<file path="src/rtl/irqPkg.sv">
package irqPkg;

  // register word offsets
  localparam logic [3:0] OFF_SUMMARY = 4'h0;
  localparam logic [3:0] OFF_RAW_A   = 4'h1;
  localparam logic [3:0] OFF_RAW_B   = 4'h2;
  localparam logic [3:0] OFF_FIQ     = 4'h3;
  localparam logic [3:0] OFF_SET_L   = 4'h4;
  localparam logic [3:0] OFF_SET_A   = 4'h5;
  localparam logic [3:0] OFF_SET_B   = 4'h6;
  localparam logic [3:0] OFF_CLR_L   = 4'h8;
  localparam logic [3:0] OFF_CLR_A   = 4'h9;
  localparam logic [3:0] OFF_CLR_B   = 4'hA;

  // summary word layout
  localparam int SUM_LOCAL_W = 4;
  localparam int SUM_BIT_A   = 8;
  localparam int SUM_BIT_B   = 9;

  typedef enum logic [2:0] {
    RD_NONE, RD_SUMMARY, RD_RAW_A, RD_RAW_B, RD_FIQ, RD_EN_L, RD_EN_A, RD_EN_B
  } rdSel_t;

  typedef struct packed {
    logic   setL;
    logic   setA;
    logic   setB;
    logic   clrL;
    logic   clrA;
    logic   clrB;
    logic   fiqWr;
    rdSel_t rdSel;
  } strobes_t;

endpackage

</file>
<file path="src/rtl/irqRegDecode.sv">
module irqRegDecode
  import irqPkg::*;
#(
  parameter int ADDR_W = 4
) (
  input  logic              regWe,
  input  logic [ADDR_W-1:0] regAddr,
  output strobes_t          stb
);

  logic [3:0] addr4;
  assign addr4 = 4'(regAddr);

  always_comb begin
    stb       = '0;
    stb.rdSel = RD_NONE;
    unique case (addr4)
      OFF_SUMMARY: stb.rdSel = RD_SUMMARY;
      OFF_RAW_A:   stb.rdSel = RD_RAW_A;
      OFF_RAW_B:   stb.rdSel = RD_RAW_B;
      OFF_FIQ:     begin stb.rdSel = RD_FIQ;  stb.fiqWr = regWe; end
      OFF_SET_L:   begin stb.rdSel = RD_EN_L; stb.setL  = regWe; end
      OFF_SET_A:   begin stb.rdSel = RD_EN_A; stb.setA  = regWe; end
      OFF_SET_B:   begin stb.rdSel = RD_EN_B; stb.setB  = regWe; end
      OFF_CLR_L:   begin stb.rdSel = RD_EN_L; stb.clrL  = regWe; end
      OFF_CLR_A:   begin stb.rdSel = RD_EN_A; stb.clrA  = regWe; end
      OFF_CLR_B:   begin stb.rdSel = RD_EN_B; stb.clrB  = regWe; end
      default:     stb.rdSel = RD_NONE;
    endcase
  end

endmodule

</file>
<file path="src/rtl/irqEnableReg.sv">
module irqEnableReg #(
  parameter int W = 32
) (
  input  logic         clk,
  input  logic         rstN,
  input  logic         setStb,
  input  logic         clrStb,
  input  logic [W-1:0] wdata,
  output logic [W-1:0] q
);

  logic [W-1:0] setMask;
  logic [W-1:0] clrMask;

  assign setMask = setStb ? wdata : '0;
  assign clrMask = clrStb ? wdata : '0;

  always_ff @(posedge clk) begin
    if (!rstN) q <= '0;
    else       q <= (q | setMask) & ~clrMask;
  end

  AST_SET_KEEPS_ONES: assert property (@(posedge clk) disable iff (!rstN)
    setStb |=> ((q & $past(wdata)) == $past(wdata)));
  AST_CLR_DROPS_ONES: assert property (@(posedge clk) disable iff (!rstN)
    clrStb |=> ((q & $past(wdata)) == '0));
  AST_IDLE_HOLDS: assert property (@(posedge clk) disable iff (!rstN)
    (!setStb && !clrStb) |=> $stable(q));

endmodule

</file>
<file path="src/rtl/irqDatapath.sv">
module irqDatapath
  import irqPkg::*;
#(
  parameter int BANK_W    = 32,
  parameter int LOCAL_W   = 7,
  parameter int DATA_W    = 32,
  parameter int FIQ_IDX_W = 7
) (
  input  logic               clk,
  input  logic               rstN,
  input  strobes_t           stb,
  input  logic [LOCAL_W-1:0] localSrc,
  input  logic [BANK_W-1:0]  bankASrc,
  input  logic [BANK_W-1:0]  bankBSrc,
  input  logic [DATA_W-1:0]  regWdata,
  output logic [DATA_W-1:0]  regRdata,
  output logic               irqOut,
  output logic               fiqOut
);

  localparam int ALL_W    = 2 * BANK_W + LOCAL_W;
  localparam int IDX_SPAN = 2 ** FIQ_IDX_W;
  localparam int CTRL_W   = FIQ_IDX_W + 1;
  localparam int LAST_IDX = ALL_W - 1;

  logic [LOCAL_W-1:0]  enL;
  logic [BANK_W-1:0]   enA;
  logic [BANK_W-1:0]   enB;
  logic [CTRL_W-1:0]   fiqCtrl;
  logic [FIQ_IDX_W-1:0] fiqIdx;
  logic                fiqOn;
  logic [IDX_SPAN-1:0] padPend;
  logic [IDX_SPAN-1:0] padEn;
  logic [IDX_SPAN-1:0] routeMask;
  logic [DATA_W-1:0]   sumWord;

  irqEnableReg #(.W(LOCAL_W)) uEnL (
    .clk(clk), .rstN(rstN), .setStb(stb.setL), .clrStb(stb.clrL),
    .wdata(regWdata[LOCAL_W-1:0]), .q(enL));
  irqEnableReg #(.W(BANK_W)) uEnA (
    .clk(clk), .rstN(rstN), .setStb(stb.setA), .clrStb(stb.clrA),
    .wdata(regWdata[BANK_W-1:0]), .q(enA));
  irqEnableReg #(.W(BANK_W)) uEnB (
    .clk(clk), .rstN(rstN), .setStb(stb.setB), .clrStb(stb.clrB),
    .wdata(regWdata[BANK_W-1:0]), .q(enB));

  always_ff @(posedge clk) begin
    if (!rstN)          fiqCtrl <= '0;
    else if (stb.fiqWr) fiqCtrl <= regWdata[CTRL_W-1:0];
  end

  assign fiqIdx = fiqCtrl[FIQ_IDX_W-1:0];
  assign fiqOn  = fiqCtrl[FIQ_IDX_W];

  // index space: bank A, bank B, then local group; unused slots read zero
  assign padPend   = IDX_SPAN'({localSrc, bankBSrc, bankASrc});
  assign padEn     = IDX_SPAN'({enL, enB, enA});
  assign routeMask = fiqOn ? (IDX_SPAN'(1) << fiqIdx) : '0;

  assign fiqOut = fiqOn & padPend[fiqIdx];
  assign irqOut = |(padPend & padEn & ~routeMask);

  always_comb begin
    sumWord = '0;
    sumWord[SUM_LOCAL_W-1:0] = localSrc[SUM_LOCAL_W-1:0];
    sumWord[SUM_BIT_A] = |(bankASrc & enA);
    sumWord[SUM_BIT_B] = |(bankBSrc & enB);
  end

  always_comb begin
    unique case (stb.rdSel)
      RD_SUMMARY: regRdata = sumWord;
      RD_RAW_A:   regRdata = DATA_W'(bankASrc);
      RD_RAW_B:   regRdata = DATA_W'(bankBSrc);
      RD_FIQ:     regRdata = DATA_W'(fiqCtrl);
      RD_EN_L:    regRdata = DATA_W'(enL);
      RD_EN_A:    regRdata = DATA_W'(enA);
      RD_EN_B:    regRdata = DATA_W'(enB);
      default:    regRdata = '0;
    endcase
  end

  AST_FIQ_NEEDS_ROUTE: assert property (@(posedge clk) disable iff (!rstN)
    !fiqCtrl[FIQ_IDX_W] |-> !fiqOut);
  AST_HIGH_IDX_QUIET: assert property (@(posedge clk) disable iff (!rstN)
    (int'(fiqCtrl[FIQ_IDX_W-1:0]) > LAST_IDX) |-> !fiqOut);
  AST_RESET_CLEAN: assert property (@(posedge clk)
    !rstN |=> (fiqCtrl == '0 && enL == '0));

endmodule

</file>
<file path="src/rtl/irqFiqController.sv">
module irqFiqController
  import irqPkg::*;
#(
  parameter int BANK_W    = 32,
  parameter int LOCAL_W   = 7,
  parameter int DATA_W    = 32,
  parameter int ADDR_W    = 4,
  parameter int FIQ_IDX_W = 7
) (
  input  logic               clk,
  input  logic               rstN,
  input  logic [LOCAL_W-1:0] localSrc,
  input  logic [BANK_W-1:0]  bankASrc,
  input  logic [BANK_W-1:0]  bankBSrc,
  input  logic               regWe,
  input  logic [ADDR_W-1:0]  regAddr,
  input  logic [DATA_W-1:0]  regWdata,
  output logic [DATA_W-1:0]  regRdata,
  output logic               irqOut,
  output logic               fiqOut
);

  strobes_t stb;

  irqRegDecode #(.ADDR_W(ADDR_W)) uDecode (
    .regWe(regWe), .regAddr(regAddr), .stb(stb));

  irqDatapath #(
    .BANK_W(BANK_W), .LOCAL_W(LOCAL_W), .DATA_W(DATA_W), .FIQ_IDX_W(FIQ_IDX_W)
  ) uPath (
    .clk(clk), .rstN(rstN), .stb(stb),
    .localSrc(localSrc), .bankASrc(bankASrc), .bankBSrc(bankBSrc),
    .regWdata(regWdata), .regRdata(regRdata),
    .irqOut(irqOut), .fiqOut(fiqOut));

endmodule

</file>
<file path="config.mk">
export PLATFORM = sky130hd
export DESIGN_NAME = irqFiqController
export DESIGN_NICKNAME = d
export VERILOG_FILES = /design/src/rtl/irqPkg.sv /design/src/rtl/irqRegDecode.sv /design/src/rtl/irqEnableReg.sv /design/src/rtl/irqDatapath.sv /design/src/rtl/irqFiqController.sv
export SDC_FILE = /design/constraint.sdc
export NUM_CORES = 1
export LEC_CHECK = 0
export BUFFER_PORTS_ARGS = -buffer_cell sky130_fd_sc_hd__buf_2
export CORE_MARGIN = 8
export CORE_UTILIZATION = 50
export DETAILED_ROUTE_END_ITERATION = 16
export MAX_ROUTING_LAYER = met4
export PLACE_DENSITY = 0.81
export SETUP_SLACK_MARGIN = 0.15
export SYNTH_ARGS = -nofsm -noshare
export SYNTH_HDL_FRONTEND = slang
export SYNTH_SLANG_ARGS = --single-unit
export TNS_END_PERCENT = 20
</file>
<file path="constraint.sdc">
create_clock -name clk -period 3.8 [get_ports clk]
set_input_delay 0.19 -clock clk [delete_from_list [all_inputs] [get_ports clk]]
set_output_delay 0.19 -clock clk [all_outputs]
set_load 0.02 [all_outputs]
</file>
== Word-level counts from Yosys, hierarchy flattened ==
Index checks and enable logic that the tools add are counted.

* Bits in registers: 79
* Latch bits: 0
* Memory bits (writable): 0
* Bits in read-only memories: 0
* Input port bits: 110
* Output and inout port bits: 34
* Word-level logic and storage cells: 62
* Memories: 0

* Add/sub/neg operators: 0
* Multipliers: 0
* Divide/modulo/power cells: 0
* Magnitude comparators: 1
* Equality and inequality tests: 16
* Shift-type cells: 1
* Multiplexer cells: 18
* Bitwise logic cells: 15
* Reduce and logical (&&, ||, !) cells: 7

{| class="wikitable"
|+ Operators with widths
! operator !! count
|-
| 32-bit one-hot mux with 7 select lines || 1
|-
| 128-bit bitwise AND || 1
|-
| 32-bit bitwise AND || 4
|-
| 128-bit two-way mux || 1
|-
| 32-bit two-way mux || 4
|-
| 128-bit NOT || 1
|-
| 128-bit OR reduction || 1
|-
| 1-bit by 7-bit left shift with 128-bit output, first input constant || 1
|-
| 71-bit bitwise AND || 1
|-
| 32-bit NOT || 2
|-
| 32-bit OR || 2
|-
| 32-bit OR reduction || 2
|-
| 3-bit one-hot mux with 7 select lines || 1
|-
| 7-bit two-way mux || 2
|-
| 3-bit == test, second input constant || 4
|-
| 4-bit by 3-bit == test with 1-bit output, second input constant || 3
|-
| 4-bit == test, second input constant || 3
|-
| 4-bit by 2-bit == test with 1-bit output, second input constant || 2
|-
| 7-bit by 8-bit less-than comparator with 1-bit output, second input constant || 1
|-
| 1-bit two-way mux || 8
|-
| 7-bit bitwise AND || 1
|-
| 1-bit binary-select mux with 7-bit select || 1
|-
| 7-bit NOT || 1
|-
| 7-bit OR || 1
|-
| 6 further kinds || 9
|}

== Logic depth before layout (Yosys ltp) ==
* Depth after elaboration: 5
* Mapped depth: 9
* Gate-level depth less buffers: 6

== Modules after synthesis ==
Synthesis repeated with hierarchy kept, for this count alone.

* Cell total of the unflattened synthesis: 667
* Area total of the unflattened synthesis: 6000.8 µm²

{| class="wikitable"
|+ Modules (own cells, without submodules)
! module !! instances !! cells an instance !! area each (µm²) !! sequential area each (µm²)
|-
| irqDatapath || 1 || 416 || 3123.0 || 160.2
|-
| irqEnableReg (uPath.uEnA ...) || 2 || 106 || 1266.2 || 640.6
|-
| irqEnableReg (uPath.uEnL) || 1 || 22 || 231.5 || 140.1
|-
| irqRegDecode || 1 || 17 || 113.9 || 0.0
|}

== Least setup slack after synthesis ==
Ideal clock, no wire load.

* Path kind: register -> output
* From: reg uPath.fiqCtrl[0]
* To: out irqOut
* Arrival time: 1.863 ns
* Data required time: 3.610 ns
* Path slack: 1.747 ns
* Stages on the path, launching flop included: 9
* Path buffers: 2
* Path through: dfxtp_1 > buf_6 > buf_12 > nor3b_4 > a21oi_2 > nor4_2 > nand4_1 > nor4_1 > nand4_1

* Word-level cells in the longest chain between the ends: 5

{| class="wikitable"
|+ RTL lines
! element !! line !! source
|-
| start, declared || irqDatapath.sv:29 || <nowiki>logic [CTRL_W-1:0] fiqCtrl;</nowiki>
|-
| start signal, assigned || irqDatapath.sv:49 || <nowiki>else if (stb.fiqWr) fiqCtrl <= regWdata[CTRL_W-1:0];</nowiki>
|-
| 1-bit by 7-bit left shift with 128-bit output || irqDatapath.sv:58 || <nowiki>assign routeMask = fiqOn ? (IDX_SPAN'(1) << fiqIdx) : '0;</nowiki>
|-
| 128-bit two-way mux || irqDatapath.sv:58 ||
|-
| 128-bit NOT || irqDatapath.sv:61 || <nowiki>assign irqOut = |(padPend & padEn & ~routeMask);</nowiki>
|-
| 128-bit bitwise AND || irqDatapath.sv:61 ||
|-
| 128-bit OR reduction || irqDatapath.sv:61 ||
|-
| end, declared || irqFiqController.sv:19 || <nowiki>output logic irqOut,</nowiki>
|}

Every way passes these cells.

== Final worst setup path ==
* From: reg uPath.fiqCtrl[4]
* To: out irqOut

Same word-level chain as after synthesis.

==> impl_metrics.toml <==
[status]
status = "finished, final reports clean"

[timing]
max_freq_ghz = 0.310
rsz0062_at_grt = "no"
fin_crit_sh_pct = 84.9
setup_tns_ns = 0
hold_viol_final = 0
finalClockSkew_ns = 0
relSlewSlack_pct = 29.9
worst_pin_slew_ns = 1.04
finalSetupViolCount = 0
finalMaxSlewViolations = 0
period_needed_ns = 3.22

[die]
num_rows = 39
top_level_ports = 144
dieHeight_um = 124
dieArea_um2 = 15300
start_util_pct = 51.0
coreArea_um2 = 11400
die_x_um = 124

[clock_network]
cts_buffers = 9
clockBufferDepth = 2
cts_hold_buf = 0
cts_tree = "done"
cts.clk_slew.worst_paths_ns = 0.06
cts_max_level = 3
clk_latency_ns = 0.34
clock-sinks = 79
root_buffer = "clkbuf_16"
post_cts_resized = 0
postCtsSetupRepairBufs = 0

[logic_synthesis]
synth_compound_area_share_pct = 25.7
ys_types = 50
syn-instance-count = 824
synth_top_family_by_area = "simple AND/OR/NAND/NOR gates"
synth_fp_nets = 934
synth_area_leaders = "dfxtp_1, nand2_1, a21oi_1"
synthTopCellsByCount = "nand2_1, a21oi_1, nor2_1, dfxtp_1, clkbuf_1"
synth-xor-area-share_pct = 0.151
synthMuxAreaShare_pct = 8.98
syn_avg_cell_area_um2 = 7.04
synthAdderAreaFrac_pct = 0
ys_seq_area_share_pct = 27.3
synth_top_area_share_pct = 27.3
synth_area_um2 = 5800
synth_edf_count = 0
synth_ff_type = "dfxtp_1"
yosysWarnings = 0
synthSimpleGateAreaFrac_pct = 33.1
synth-seq-cells = 79
synth_area_leader_cell = "dfxtp_1"
synth_most_common_cell = "nand2_1"
synth_async_sr_flop_share_pct = 0

[detailed_routing]
wl_per_cell_um = 23.1
drc = 0
dr.pass1.iters = 8
wirelength_mm = 25.0
ant_nets = 0
vias = 7281
via_per_inst = 6.72
drtIter0Drc = 1183

[placement]
dpl.hpwl_mm = 18.6
gp_congestion = 1.03
buffer_ports.inserted = 143

[global_routing]
grt_pass1_wl_mm = 38.3
met3_usage_pct = 7.43
antenna_found_initial = 0
met1_usage_pct = 41.8
grt_pass1_vias = 6829
grt_overflow = 0
grt_start_max_net_pins = 44
busiest_layer = "met2"
met2_usage_pct = 51.3
grt.total_usage_pct = 33.3

[run]
cap_violations = 0

[setup_path]
path_cells = "nor4b_1, a32oi_1, a311oi_2, nand4_1, nor4_1, nand4_1, buf_2"
critPathMaxStageDelay_ns = 0.84
cp_max_fo = 12
crit_required_ns = 3.61
cp-start-kind = "flop"
crit_type = "reg -> out"
cp-end-kind = "output port"
crit_top_cell = "nand4_1"
arrival_ns = 3.03
crit_slowest_cell = "nor4b_1"

[finish]
layout-drive-gt1-share_pct = 21.0
diodes = 0
syn2layout_area_growth_pct = 19.6
final_util_pct = 61.0
nets = 1048

[hold_path]
hold_path.class = "in -> reg"

[pwr]
peakVddDrop_uv = 327
powerDensity_nw_per_um2 = 319
p_leak_nw = 2.94
-- path summary, 6_finish.rpt --
kind	slack (ns)	cells past startpoint	start	to
hold reg to reg	0.50	2	uPath.uEnA.q[31]$_SDFF_PN0_	uPath.uEnA.q[31]$_SDFF_PN0_
hold / removal	0.12	3	regWdata[27]	uPath.uEnB.q[27]$_SDFF_PN0_
setup reg to reg	2.16	3	uPath.fiqCtrl[1]$_SDFFE_PN0P_	uPath.fiqCtrl[1]$_SDFFE_PN0P_
setup / recovery	0.58	7	uPath.fiqCtrl[4]$_SDFFE_PN0P_	irqOut
-- area by class of cell --
class | instances | area (µm²)
inverters | 1 | 3.75
repair buffers | 161 | 851
flip-flops and latches | 79 | 1580
well taps | 143 | 179
fillers | 1069 | 4440
multi-input cells | 686 | 3980
clock inverters | 4 | 95.1
clock buffers | 10 | 239
-- power by group --
| part | leakage [nW] | total (W) | internal (W) | switching, W |
|---|---|---|---|---|
| combinational | 2.14 | 0.000359 | 0.000129 | 0.000230 |
| clock | 0.164 | 0.000999 | 0.000651 | 0.000348 |
| sequential | 0.638 | 0.000854 | 0.000839 | 0.0000155 |
-- metal layers --
metal	up-vias	wire [µm]	part of all wire, %
met3	94	2700	11
met2	579	11500	46
met4	0	950	3.8
met1	3347	9880	40
met5	-	0	0
li1	3261	-	-
-- worst max-delay path, delay by kind of cell (launching register included) --
kind	cells	cell delay [ns]
AOI/OAI and AO/OA	2	0.48
and+or+nand+nor	4	1.54
buffers and inverters	1	0.19
DFF	1	0.47
-- per-stage QoR --
stage | setup WS (ns) | hold slack, ns | power (W) | cell area (µm²) | instances
finish | 0.575 | 0.116 | 0.00221 | 6930 | 1084
global route | 0.459 | 0.125 | 0.00227 | 6930 | 1084
CTS | 0.599 | 0.111 | 0.00221 | 6930 | 1084
detailed placement | 0.975 | 0.471 | 0.00122 | 6600 | 1070
global placement | 1.02 | 0.462 | 0.00122 | 6600 | 1070
floorplan | 1.75 | 0.329 | 0.00104 | 5800 | 824
-- sequential cells by signal, summed over array words and instances, names as in the netlist --
name           cells
uPath.uEnA.q      32
uPath.uEnB.q      32
uPath.fiqCtrl      8
uPath.uEnL.q       7
-- cells by family (layout without fill, tap and decap cells) --
group           Yosys count  in the layout
xor+xnor                  1              1
flops                    79             79
compound gates          218            218
buf+inv                  59            176
simple gates            440            440
mux                      27             27
-- cells in the final DEF (no fill, tap or decap), types with 8 or more instances in the layout --
| master | count |
|---|---|
| nand2_1 | 269 |
| buf_2 | 143 |
| a21oi_1 | 95 |
| dfxtp_1 | 79 |
| nor2_1 | 76 |
| a222oi_1 | 35 |
| a22oi_1 | 30 |
| nand3_1 | 22 |
| buf_4 | 18 |
| nand4_1 | 15 |
| a31oi_1 | 11 |
| mux4_1 | 10 |
| mux2i_1 | 10 |
| nor4_1 | 9 |
| clkbuf_16 | 9 |
| a21boi_0 | 8 |
No activity file was read; power rests on OpenSTA's default activity.
